[src/rtl/xlat_ctrl_pkg.sv]
// Shared definitions for the translation-unit controller: command codes,
// register offsets and interrupt source positions.
package xlat_ctrl_pkg;
    localparam int OFS_W  = 5;
    localparam int N_IRQ  = 2;
    localparam int IRQ_FAULT = 0;
    localparam int IRQ_BUS   = 1;

    typedef enum logic [2:0] {
        CMD_PAGE_ON    = 3'd0,
        CMD_PAGE_OFF   = 3'd1,
        CMD_STALL_ON   = 3'd2,
        CMD_STALL_OFF  = 3'd3,
        CMD_FLUSH      = 3'd4,
        CMD_FAULT_DONE = 3'd5,
        CMD_FORCE_RST  = 3'd6,
        CMD_NONE       = 3'd7
    } xcmd_e;

    localparam logic [OFS_W-1:0] OFS_BASE = 5'h00;
    localparam logic [OFS_W-1:0] OFS_STAT = 5'h04;
    localparam logic [OFS_W-1:0] OFS_CMD  = 5'h08;
    localparam logic [OFS_W-1:0] OFS_LINE = 5'h0C;
    localparam logic [OFS_W-1:0] OFS_RAW  = 5'h10;
    localparam logic [OFS_W-1:0] OFS_MASK = 5'h14;
    localparam logic [OFS_W-1:0] OFS_CLR  = 5'h18;
    localparam logic [OFS_W-1:0] OFS_PEND = 5'h1C;
endpackage

[src/rtl/xlat_mode_fsm.sv]
// Mode state and command strobes.
// Decodes a command code written by software. It keeps the paging and stall
// bits and raises one-cycle flush and fault-release strobes.
// Assumes cmd_vld is a single-cycle qualifier of cmd_code.
module xlat_mode_fsm
    import xlat_ctrl_pkg::*;
(
    input  logic       clk,
    input  logic       rst_n,
    input  logic       cmd_vld,
    input  logic [2:0] cmd_code,
    output logic       paging_q,
    output logic       stall_q,
    output logic       flush_q,
    output logic       release_q,
    output logic       base_clr
);
    xcmd_e code;

    // Name the raw code as a command.
    always_comb code = xcmd_e'(cmd_code);

    // Force-reset request to the directory base register.
    always_comb base_clr = cmd_vld && (code == CMD_FORCE_RST);

    // Mode bits and strobes; strobes last one cycle.
    always_ff @(posedge clk) begin
        if (!rst_n) begin
            paging_q  <= 1'b0;
            stall_q   <= 1'b0;
            flush_q   <= 1'b0;
            release_q <= 1'b0;
        end else begin
            flush_q   <= 1'b0;
            release_q <= 1'b0;
            if (cmd_vld) begin
                case (code)
                    CMD_PAGE_ON:    paging_q  <= 1'b1;
                    CMD_PAGE_OFF:   paging_q  <= 1'b0;
                    CMD_STALL_ON:   if (paging_q) stall_q <= 1'b1;
                    CMD_STALL_OFF:  stall_q   <= 1'b0;
                    CMD_FLUSH:      flush_q   <= 1'b1;
                    CMD_FAULT_DONE: release_q <= 1'b1;
                    default: ;
                endcase
            end
        end
    end
endmodule

[src/rtl/xlat_base_reg.sv]
// Directory base register.
// Stores only the address bits of a written value. EXT_FMT selects how many
// low bits are dropped. A clear request forces the register to zero.
// Assumes wr and clr never arrive in the same cycle (single write port).
module xlat_base_reg #(
    parameter int DW      = 32,
    parameter bit EXT_FMT = 1'b0
) (
    input  logic          clk,
    input  logic          rst_n,
    input  logic          wr,
    input  logic          clr,
    input  logic [DW-1:0] wdata,
    output logic [DW-1:0] base_q
);
    localparam int DROP_LSB = EXT_FMT ? 4 : 12;
    localparam logic [DW-1:0] KEEP_MASK = {{(DW-DROP_LSB){1'b1}}, {DROP_LSB{1'b0}}};

    logic [DW-1:0] wkeep;

    // Pick the stored bit set for the selected format.
    generate
        if (EXT_FMT) begin : g_ext
            always_comb wkeep = wdata & KEEP_MASK;
        end else begin : g_base
            always_comb wkeep = {wdata[DW-1:DROP_LSB], {DROP_LSB{1'b0}}};
        end
    endgenerate

    // Register update: clear wins, then write.
    always_ff @(posedge clk) begin
        if (!rst_n)   base_q <= '0;
        else if (clr) base_q <= '0;
        else if (wr)  base_q <= wkeep;
    end
endmodule

[src/rtl/xlat_irq_unit.sv]
// Interrupt sources.
// Keeps sticky raw bits set by walker events and cleared by write-one
// acknowledges; holds the enable mask and forms the interrupt output.
// An event in the same cycle as the clear of its bit keeps the bit set.
module xlat_irq_unit #(
    parameter int N = 2
) (
    input  logic         clk,
    input  logic         rst_n,
    input  logic [N-1:0] ev,
    input  logic         mask_wr,
    input  logic         clr_wr,
    input  logic [N-1:0] wdata,
    output logic [N-1:0] raw_q,
    output logic [N-1:0] mask_q,
    output logic         irq
);
    // One sticky bit per source.
    generate
        for (genvar i = 0; i < N; i++) begin : g_src
            always_ff @(posedge clk) begin
                if (!rst_n) raw_q[i] <= 1'b0;
                else        raw_q[i] <= ev[i] | (raw_q[i] & ~(clr_wr & wdata[i]));
            end
        end
    endgenerate

    // Enable mask.
    always_ff @(posedge clk) begin
        if (!rst_n)       mask_q <= '0;
        else if (mask_wr) mask_q <= wdata;
    end

    // Interrupt while any enabled source is pending.
    always_comb irq = |(raw_q & mask_q);
endmodule

[src/rtl/xlat_ctrl.sv]
// Translation-unit command and status controller (top).
// Decodes register writes, hosts the base register, mode state and interrupt
// unit, registers the line-invalidate strobe and muxes read data.
// Assumes one register access per cycle; reads are combinational.
module xlat_ctrl
    import xlat_ctrl_pkg::*;
#(
    parameter int DW      = 32,
    parameter bit EXT_FMT = 1'b0
) (
    input  logic             clk,
    input  logic             rst_n,
    input  logic             bus_wr,
    input  logic [OFS_W-1:0] bus_addr,
    input  logic [DW-1:0]    bus_wdata,
    output logic [DW-1:0]    bus_rdata,
    input  logic             ev_fault,
    input  logic             ev_buserr,
    output logic             walk_en,
    output logic             walk_stall,
    output logic             flush_all,
    output logic             line_inv,
    output logic [DW-1:0]    line_inv_addr,
    output logic             fault_release,
    output logic             irq
);
    logic          wr_base, wr_cmd, wr_line, wr_mask, wr_clr;
    logic          base_clr;
    logic [DW-1:0] base_q;
    logic [N_IRQ-1:0] raw_q, mask_q, ev_vec;

    // Write decode per register.
    always_comb begin
        wr_base = bus_wr && (bus_addr == OFS_BASE);
        wr_cmd  = bus_wr && (bus_addr == OFS_CMD);
        wr_line = bus_wr && (bus_addr == OFS_LINE);
        wr_mask = bus_wr && (bus_addr == OFS_MASK);
        wr_clr  = bus_wr && (bus_addr == OFS_CLR);
    end

    // Event vector in source order.
    always_comb begin
        ev_vec = '0;
        ev_vec[IRQ_FAULT] = ev_fault;
        ev_vec[IRQ_BUS]   = ev_buserr;
    end

    xlat_mode_fsm u_mode (
        .clk       (clk),
        .rst_n     (rst_n),
        .cmd_vld   (wr_cmd),
        .cmd_code  (bus_wdata[2:0]),
        .paging_q  (walk_en),
        .stall_q   (walk_stall),
        .flush_q   (flush_all),
        .release_q (fault_release),
        .base_clr  (base_clr)
    );

    xlat_base_reg #(.DW(DW), .EXT_FMT(EXT_FMT)) u_base (
        .clk    (clk),
        .rst_n  (rst_n),
        .wr     (wr_base),
        .clr    (base_clr),
        .wdata  (bus_wdata),
        .base_q (base_q)
    );

    xlat_irq_unit #(.N(N_IRQ)) u_irq (
        .clk     (clk),
        .rst_n   (rst_n),
        .ev      (ev_vec),
        .mask_wr (wr_mask),
        .clr_wr  (wr_clr),
        .wdata   (bus_wdata[N_IRQ-1:0]),
        .raw_q   (raw_q),
        .mask_q  (mask_q),
        .irq     (irq)
    );

    // Single-line invalidate strobe and its address.
    always_ff @(posedge clk) begin
        if (!rst_n) begin
            line_inv      <= 1'b0;
            line_inv_addr <= '0;
        end else begin
            line_inv <= wr_line;
            if (wr_line) line_inv_addr <= bus_wdata;
        end
    end

    // Read mux; write-only and unused offsets return zero.
    always_comb begin
        bus_rdata = '0;
        case (bus_addr)
            OFS_BASE: bus_rdata = base_q;
            OFS_STAT: bus_rdata[1:0] = {walk_stall, walk_en};
            OFS_RAW:  bus_rdata[N_IRQ-1:0] = raw_q;
            OFS_MASK: bus_rdata[N_IRQ-1:0] = mask_q;
            OFS_PEND: bus_rdata[N_IRQ-1:0] = raw_q & mask_q;
            default: ;
        endcase
    end
endmodule

[config.mk]
export PLATFORM = sky130hd
export DESIGN_NAME = xlat_ctrl
export DESIGN_NICKNAME = d
export VERILOG_FILES = /design/src/rtl/xlat_ctrl_pkg.sv /design/src/rtl/xlat_mode_fsm.sv /design/src/rtl/xlat_base_reg.sv /design/src/rtl/xlat_irq_unit.sv /design/src/rtl/xlat_ctrl.sv
export SDC_FILE = /design/constraint.sdc
export NUM_CORES = 1
export LEC_CHECK = 0
export BUFFER_PORTS_ARGS = -buffer_cell sky130_fd_sc_hd__buf_4
export CORE_MARGIN = 2
export CORE_UTILIZATION = 25
export DETAILED_ROUTE_END_ITERATION = 16
export PLACE_DENSITY = 0.45
export SKIP_CTS_REPAIR_TIMING = 1
export SYNTH_ARGS = -nofsm -noshare
export SYNTH_HDL_FRONTEND = slang
export SYNTH_SLANG_ARGS = --single-unit
[constraint.sdc]
create_clock -name clk -period 2.9 [get_ports clk]
set_input_delay 0.145 -clock clk [delete_from_list [all_inputs] [get_ports clk]]
set_output_delay 0.145 -clock clk [all_outputs]
set_load 0.01 [all_outputs]
==> out/summary.txt <==
PwrDens: 514 nW/um2
Routed Antenna Nets: 0
Worst r2r src: u_mode.paging_q
Synth warnings: 0
Critical path endpoint: u_base.base_q[24]
Largest net degree at the start of global routing: 28
Worst-path cell chain: buf_4 -> or4b_4 -> nor3_2 -> buf_4 -> nand2_1 -> a21oi_1
Synth-to-layout area growth: 43.4%
Leak pwr: 1.47 nW
R2R Setup Slk: 2070 ps
Most frequent cells in the layout: buf_4 (108), nand2_1 (106), dfxtp_1 (61), a21oi_1 (54), and2_1 (20)
TritonCTS clock tree: yes
Worst Path Required: 3170 ps
Top cell type's share of synthesized area: 49.3%
Post-DR wirelength/cell: 13.2 um
Worst setup startpoint: bus_addr[4]
Vias/cell: 4.24
Placed cells: 534
Final Hold Violating Endpoints: 0
Placement Cell Area: 3330 um2
CTS clock-pin slew for the worst setup and hold paths: 70 ps
Top cell type by total area after synthesis: dfxtp_1
Clock Skew: 0.0376 ps
M1 GR Usage: 16.5%
VDD IR max: 0.193 mV
H-tree depth: 3
Final period utilization: 55.7%
Mapped Cells: 317
Worst Path Buf+Inv: 2
Top_reg_cell synth: dfxtp_1
Register area share after synthesis: 49.3%
Clock Latency Late Sink: 330 ps
Dpl hpwl: 5280 um
Main area contributors after synthesis: dfxtp_1 (49%), nand2_1 (16%), a21oi_1 (11%)
Die X: 104 um
Drt drc: 0
Nets: 454
Fmax achieved: 619 MHz
First-pass GRT wire length: 11900 um
Mean Syn Cell Area: 7.82 um2
Most common cell on crit path: buf_4
R2R Path End: u_mode.stall_q
Setup violators final: 0
Max incr delay on CP: 560 ps
CP Depth: 6
Worst setup SP type: input port
TNS Setup: 0 ps
Number of global-route vias before repair: 2320
Family with the most delay on the worst path: simple AND/OR/NAND/NOR gates
Crit path max fanout: 11
Status: finished, final reports clean
Via count: 2333
Grt ovf: 0
Starting Density: 25.6%
Measured slew at the worst slew-check pin: 704 ps
Fill cell count: 1069
Most common cell after layout, fill and taps aside: buf_4
Multi-input logic area: 1120 um2
Gpl congestion: 0.783
Die area: 10700 um2
First DRT Iteration DRCs: 72
GR Util met3: 3.52%
Global Route met2 Usage: 23.8%
Max-capacitance violation count: 0
Hold Path Class: input port to register
Final min period: 1620 ps
Root Buffer: clkbuf_8
Initial DRT Pass Iterations: 4
Cell Rows: 36
# IOs: 112
Finished Cell Area: 3550 um2
Post-synth EDFFs: 0
CP max-delay cell: or4b_4
IO buf count: 101
CTS Buffer Depth: 2
Non-filler instance count after layout: 550
Top Usage Layer GRT: met2
Antenna cells: 0
CTS sink cnt: 61
CP Class: input port to register
Cell area after synthesis: 2480 um2
Yosys reg bits: 61
Core footprint: 9680 um2
Layout cell share with drive strength beyond 1: 30.9%
Post-synth ARST share: 0%
Final Max Tran Viols: 0
Die Span Y: 104 um
Worst Setup End Kind: register
Crit path DAT: 1890 ps
GR Util All Layers: 13.9%
Worst hold margin: 21.8 ps
Initial antenna violation count: 0
Register area: 1220 um2
R2R depth: 2
RSZ-0062 raised after global routing: false
WL final: 7270 um
Synth cell types: 30
Max_slew headroom: 53.0%
TritonCTS buffer count: 9
==> cell type report <==
class,instances,area share [%]
flip-flops and latches,61,34.4
multi-input cells,230,31.6
repair buffers,108,22.8
well taps,133,4.68
clock buffers,12,4.37
clock inverters,4,1.97
inverters,2,0.211
==> cell usage after synthesis (2+ instances only) <==
cell / number
nor4_1: 2
clkbuf_1: 17
nand2_1: 106
nand2b_1: 3
a21oi_1: 54
inv_1: 2
mux2i_1: 3
dfxtp_1: 61
a32o_1: 2
nor2_1: 8
nor3_1: 4
a32oi_1: 2
buf_4: 10
and2_1: 20
nand3_1: 4
buf_2: 5
==> registers in the layout, indices dropped and copies added (netlist names) <==
name and flops:
line_inv 1, line_inv_addr 32, u_base.base_q 20, u_irq.mask_q 2, u_irq.raw_q 2, u_mode.flush_q 1
u_mode.paging_q 1, u_mode.release_q 1, u_mode.stall_q 1
==> routing by layer <==
| layer | vias to the layer above | wire, um |
|---|---|---|
| met5 | - | 0 |
| met3 | 8 | 413 |
| met1 | 1056 | 3080 |
| li1 | 1204 | - |
| met2 | 65 | 3660 |
| met4 | 0 | 107 |
==> worst min path at each step <==
stage	startpoint	endpoint	slack, ps	cells after the start
3_3_place_gp	ev_buserr	u_irq.raw_q[1]	360	3
6_report	ev_buserr	u_irq.raw_q[1]	20	3
4_1_cts	ev_fault	u_irq.raw_q[0]	6	3
3_5_place_dp	ev_fault	u_irq.raw_q[0]	370	3
5_1_grt	bus_wdata[0]	u_mode.flush_q	30	2
2_1_floorplan	bus_wdata[0]	u_mode.flush_q	220	1
==> where the power goes <==
group	switching (mW)	total [mW]	internal (mW)	leakage, nW
combinational	0.0634	0.118	0.0543	0.861
sequential	0.00462	0.850	0.845	0.492
clock	0.331	0.860	0.528	0.116
==> worst min-delay path, delay by kind of cell <==
family                 cells  cell delay [ps]
AND/OR/NAND/NOR            1               70
buffers and inverters      1               80
AO/OA/AOI/OAI              1               30
==> kinds of logic after synthesis <==
logic type,share of synthesized area (%)
muxes,1.21
other,0.151
buffers and inverters,7.37
AOI/OAI and AO/OA,13.6
and+or+nand+nor,28.4
DFF,49.3
==> per-stage QoR <==
stage	power (mW)	worst slack (ps)	util (%)
3_5_place_dp	0.988	903	34.4
2_1_floorplan	0.926	1310	-
3_3_place_gp	0.989	943	34.4
4_1_cts	1.86	1270	36.7
6_report	1.83	1280	36.7
5_1_grt	1.91	1150	36.7
Note: power is estimated with default switching activity, not from simulation.
